### src/rtl/adc_seq_pkg.sv
package adc_seq_pkg;

    typedef enum logic {
        SEQ_IDLE = 1'b0,
        SEQ_CONV = 1'b1
    } seq_state_e;

endpackage

### src/rtl/adc_chan_step.sv
module adc_chan_step #(
    parameter int CHAN_W = 4
) (
    input  logic [CHAN_W-1:0] cur_i,
    input  logic [CHAN_W-1:0] wrap_i,
    input  logic              multi_i,
    output logic [CHAN_W-1:0] nxt_o
);

    // Stepping rolls over naturally at the top code; the wrap compare returns to 0 earlier.
    always_comb begin
        if (!multi_i) begin
            nxt_o = cur_i;
        end else if (cur_i == wrap_i) begin
            nxt_o = '0;
        end else begin
            nxt_o = cur_i + CHAN_W'(1);
        end
    end

endmodule

### src/rtl/adc_trig_gate.sv
module adc_trig_gate (
    input  logic clk,
    input  logic rst_n,
    input  logic arm_i,
    input  logic trig_en_i,
    input  logic trig_i,
    input  logic idle_i,
    output logic fire_o,
    output logic armed_o
);

    typedef struct packed {
        logic armed;
    } gate_t;

    gate_t gate_d, gate_q;

    always_comb begin
        gate_d       = gate_q;
        gate_d.armed = gate_q.armed | arm_i;
    end

    always_ff @(posedge clk or negedge rst_n) begin
        if (!rst_n) begin
            gate_q <= '0;
        end else begin
            gate_q <= gate_d;
        end
    end

    assign fire_o  = trig_en_i && gate_q.armed && trig_i && idle_i;
    assign armed_o = gate_q.armed;

endmodule

### src/rtl/adc_seq_ctrl.sv
module adc_seq_ctrl
    import adc_seq_pkg::*;
#(
    parameter int CHAN_W = 4,
    parameter int LEN_W  = 4
) (
    input  logic              clk,
    input  logic              rst_n,
    input  logic              ctl_we,
    input  logic              ctl_special,
    input  logic              ctl_scan,
    input  logic              ctl_multi,
    input  logic [CHAN_W-1:0] ctl_code,
    input  logic [CHAN_W-1:0] wrap_sel,
    input  logic [LEN_W-1:0]  seq_len,
    input  logic              ext_trig_en,
    input  logic              ext_trig,
    input  logic              conv_done,
    output logic              conv_start,
    output logic [CHAN_W-1:0] conv_chan,
    output logic              conv_special,
    output logic [LEN_W-1:0]  slot_idx,
    output logic              seq_done,
    output logic              busy
);

    typedef struct packed {
        seq_state_e        state;
        logic [CHAN_W-1:0] chan;
        logic [LEN_W-1:0]  slot;
        logic              start;
        logic              done;
        logic              special;
        logic              scan;
        logic              multi;
        logic [CHAN_W-1:0] code;
    } seq_t;

    seq_t seq_d, seq_q;

    logic [CHAN_W-1:0] chan_nxt;
    logic [LEN_W-1:0]  last_slot;
    logic              trig_fire;
    logic              trig_armed;
    logic              repeat_seq;

    adc_chan_step #(.CHAN_W(CHAN_W)) step_i (
        .cur_i   (seq_q.chan),
        .wrap_i  (wrap_sel),
        .multi_i (seq_q.multi),
        .nxt_o   (chan_nxt)
    );

    adc_trig_gate gate_i (
        .clk       (clk),
        .rst_n     (rst_n),
        .arm_i     (ctl_we),
        .trig_en_i (ext_trig_en),
        .trig_i    (ext_trig),
        .idle_i    ((seq_q.state == SEQ_IDLE) && !ctl_we),
        .fire_o    (trig_fire),
        .armed_o   (trig_armed)
    );

    // A length of 0 wraps to the all-ones slot, so 16 conversions are run.
    assign last_slot  = seq_len - LEN_W'(1);
    assign repeat_seq = seq_q.scan && !ext_trig_en;

    always_comb begin
        seq_d       = seq_q;
        seq_d.start = 1'b0;
        seq_d.done  = 1'b0;
        if (ctl_we) begin
            seq_d.special = ctl_special;
            seq_d.scan    = ctl_scan;
            seq_d.multi   = ctl_multi;
            seq_d.code    = ctl_code;
            seq_d.chan    = ctl_code;
            seq_d.slot    = '0;
            if (ext_trig_en) begin
                seq_d.state = SEQ_IDLE;
            end else begin
                seq_d.state = SEQ_CONV;
                seq_d.start = 1'b1;
            end
        end else if (trig_fire) begin
            seq_d.chan  = seq_q.code;
            seq_d.slot  = '0;
            seq_d.state = SEQ_CONV;
            seq_d.start = 1'b1;
        end else if (seq_q.state == SEQ_CONV && conv_done) begin
            if (seq_q.slot == last_slot) begin
                seq_d.done = 1'b1;
                if (repeat_seq) begin
                    seq_d.chan  = seq_q.code;
                    seq_d.slot  = '0;
                    seq_d.start = 1'b1;
                end else begin
                    seq_d.state = SEQ_IDLE;
                end
            end else begin
                seq_d.chan  = chan_nxt;
                seq_d.slot  = seq_q.slot + LEN_W'(1);
                seq_d.start = 1'b1;
            end
        end
    end

    always_ff @(posedge clk or negedge rst_n) begin
        if (!rst_n) begin
            seq_q <= '0;
        end else begin
            seq_q <= seq_d;
        end
    end

    assign conv_start   = seq_q.start;
    assign conv_chan    = seq_q.chan;
    assign conv_special = seq_q.special && (seq_q.state == SEQ_CONV);
    assign slot_idx     = seq_q.slot;
    assign seq_done     = seq_q.done;
    assign busy         = (seq_q.state == SEQ_CONV);


    start_busy_chk: assert property (@(posedge clk) disable iff (!rst_n)
        conv_start |-> busy);


    done_pulse_chk: assert property (@(posedge clk) disable iff (!rst_n)
        seq_done |=> !seq_done);


    wrap_zero_chk: assert property (@(posedge clk) disable iff (!rst_n)
        (conv_start && !seq_done && seq_q.multi &&
         $past(busy && conv_done && !ctl_we && !trig_fire && conv_chan == wrap_sel))
        |-> (conv_chan == '0));


    single_chan_chk: assert property (@(posedge clk) disable iff (!rst_n)
        (busy && !seq_q.multi) |-> (conv_chan == seq_q.code));


    unarmed_idle_chk: assert property (@(posedge clk) disable iff (!rst_n)
        !trig_armed |-> !busy);

endmodule

### config.mk
export PLATFORM = sky130hd
export DESIGN_NAME = adc_seq_ctrl
export DESIGN_NICKNAME = d
export VERILOG_FILES = /design/src/rtl/adc_seq_pkg.sv /design/src/rtl/adc_chan_step.sv /design/src/rtl/adc_trig_gate.sv /design/src/rtl/adc_seq_ctrl.sv
export SDC_FILE = /design/constraint.sdc
export NUM_CORES = 1
export LEC_CHECK = 0
export BUFFER_PORTS_ARGS = -buffer_cell sky130_fd_sc_hd__clkbuf_2
export CAP_MARGIN = 25
export CORE_MARGIN = 1.5
export CORE_UTILIZATION = 45
export CTS_CLUSTER_DIAMETER = 100
export DETAILED_ROUTE_END_ITERATION = 7
export GPL_TIMING_DRIVEN = 0
export PLACE_DENSITY = 0.71
export RECOVER_POWER = 25
export SLEW_MARGIN = 20
export SYNTH_ARGS = -nofsm -noshare
export SYNTH_HDL_FRONTEND = slang
export SYNTH_SLANG_ARGS = --single-unit
### constraint.sdc
create_clock -name clk -period 2.67 [get_ports clk]
set_input_delay 0.801 -clock clk [delete_from_list [all_inputs] [get_ports clk]]
set_output_delay 0.801 -clock clk [all_outputs]
set_load 0.005 [all_outputs]
==> flow_metrics.tcl <==
set metrics [dict create \
    status "finished clean" \
    critPathCaptureType "flop" \
    hold_buffers 0 \
    syn_area_per_cell_sq_um 10.5 \
    synthToLayoutAreaGrowth_pct 18.9 \
    initial_core_util 0.472 \
    grt_use_total 0.172 \
    dpl.hpwl_um 1740 \
    synth_fa_ha_area_frac 0.0324 \
    antennaDiodeCount 0 \
    seqCellArea_sq_um 475 \
    final_common_cell "clkbuf_2" \
    clk_latency_ns 0.30 \
    grt_first_pass_wirelength_um 3590 \
    crit_arrival_ns 2.63 \
    setup_tns_ns 0 \
    fp.dieH_um 53.7 \
    cellLeakagePower_nw 0.636 \
    ctsHtreeMaxLevel 1 \
    via_per_inst 5.33 \
    hp-class "flop to flop" \
    dieArea_sq_um 2890 \
    ys_seq_elements 19 \
    drt_wl_total_um 2250 \
    max-slew-margin-rel 0.333 \
    holdPathStages 1 \
    multiInputGateArea_sq_um 583 \
    numCtsBuffers 3 \
    finish.utilization 0.561 \
    antenna_found_initial 0 \
    path_clk_slew_ns 0.11 \
    max_freq_mhz 410 \
    drtIter0Drc 35 \
    required_ns 2.86 \
    clock_path_buffers 2 \
    startpoint_type "input pin" \
    drive_gt1_frac 0.393 \
    syn_inst 110 \
    antenna_left 0 \
    finClkSkew_ns 0.00105 \
    r2r_cells 6 \
    first_global_vias 837 \
    final_cell_mix "clkbuf_2, dfrtp_1" \
    synthSimpleGateAreaFrac 0.139 \
    synth_top_family_by_area "compound AO/OA/AOI/OAI gates" \
    clkSinkCount 19 \
    slew_viol_final 0 \
    synth_ff_type "dfrtp_1" \
    post_layout_nonfiller_instances 175 \
    pwr_density_cell_nw_per_um2 505 \
    worstPathMaxFanout 6 \
    setup_viol 0 \
    synthesis.area_sq_um 1160 \
    vias 933 \
    coreArea_sq_um 2450 \
    place.gp.congestion 0.846 \
    synth_compound_area_frac 0.183 \
    muxShareOfSynthArea 0.0680 \
    cts_tree "built" \
    worstMarginPinSlew_ns 1.00 \
    io_pins 33 \
    hold_viol_final 0 \
    dr.pass1.iters 6 \
    rsz0062_at_grt "false" \
    ys_types 35 \
    port_buffers 31 \
    synth_xor_xnor_area_share 0.0810 \
    total_power_mw 0.696 \
    fp-row-count 18 \
    path_class "input pin to flop" \
    r2r_slack_ns 0.43 \
    synth_edf_count 0 \
    fin_crit_sh 0.914 \
    nNetsFinal 170 \
    cts-root-buf "clkbuf_4" \
    avgRoutedWirePerCell_um 12.9 \
    ctsResizeCount 0 \
    ys_warn_count 0 \
    grt_max_degree 20 \
    post-cts-setup-buffer-count 0 \
    syn_nets 134 \
    maxCapViolCount 0 \
    num-fill-cells 224 \
    synthArstFlopShare 1.00 \
    ir_drop_v 0.000339 \
    drc 0 \
    placed_cells_incl_taps 171 \
    period_minus_slack_ns 2.44 \
    grt-ovfl-total 0 \
    synth-seq-area-share 0.410 \
    die_width_um 53.7 \
]
cell type report:
class | instances | area share
inverters | 6 | 0.0163
flip-flops and latches | 19 | 0.345
repair buffers | 31 | 0.112
clock inverters | 1 | 0.00363
multi-input cells | 75 | 0.423
clock buffers | 3 | 0.0163
plain buffers | 10 | 0.0563
well taps | 30 | 0.0272
worst max-delay path, stage by stage:
cell and delay (ns):
clkbuf_2 0.11, inv_1 0.05, ha_1 0.30, xnor2_1 0.15
or3_4 0.41, o21ai_4 0.23, a41oi_4 0.08, a222oi_1 0.38
a21oi_1 0.12
through the flow:
stage	area (sq um)	hold slack [ns]	setup WS (ns)
after global routing	1380	0.493	0.118
final	1380	0.482	0.230
after floorplan	1160	0.439	0.254
after detailed placement	1350	0.459	-0.0483
after CTS	1380	0.442	0.277
after global placement	1350	0.450	-0.0231
sequential cells by signal, indices dropped and copies added (netlist names):
register and count:
busy 1, conv_chan 4, conv_start 1, gate_i.armed_o 1, seq_done 1, seq_q 7, slot_idx 4
synth_stat cells (2+ instances only):
| library cell | number | area (sq um) |
|---|---|---|
| nand2_1 | 3 | 11.3 |
| o21a_1 | 2 | 15.0 |
| nand3_1 | 4 | 20.0 |
| ha_1 | 3 | 37.5 |
| buf_4 | 8 | 60.1 |
| nor3_1 | 3 | 15.0 |
| o22ai_1 | 2 | 12.5 |
| o21ai_0 | 4 | 20.0 |
| a222oi_1 | 4 | 40.0 |
| nor2b_1 | 2 | 12.5 |
| inv_1 | 6 | 22.5 |
| mux2_2 | 7 | 78.8 |
| a21oi_1 | 8 | 40.0 |
| nor2_1 | 8 | 30.0 |
| dfrtp_1 | 19 | 475 |
| xnor2_1 | 8 | 70.1 |
layer usage:
layer,global-route usage,up-vias,part of all wire
met3,0.0194,0,0.052
met4,0.0855,0,0
met2,0.278,32,0.48
met5,0,-,0
li1,-,459,-
met1,0.227,442,0.47
power breakdown:
group	internal [mW]	switching, mW
sequential	0.316	0.0306
clock	0.0559	0.0926
combinational	0.107	0.0938
logic make-up (layout without fill, tap and decap cells):
kind of cell / after synthesis / after routing
DFF: 19 / 19
adders and majority gates: 3 / 3
xor gates and xnor gates: 9 / 9
and+or+nand+nor: 29 / 29
buffers and inverters: 16 / 51
muxes: 7 / 7
AOI/OAI and AO/OA: 27 / 27
final timing paths:
check / start / to
setup / recovery: seq_len[0] / conv_chan[1]
hold / removal: gate_i.armed_o / gate_i.armed_o
setup reg to reg: slot_idx[2] / conv_chan[1]
hold reg to reg: gate_i.armed_o / gate_i.armed_o
max in group asynchronous: rst_n / slot_idx[2]
min in group asynchronous: rst_n / seq_q[1]
Power figures use the tool's default switching activity.
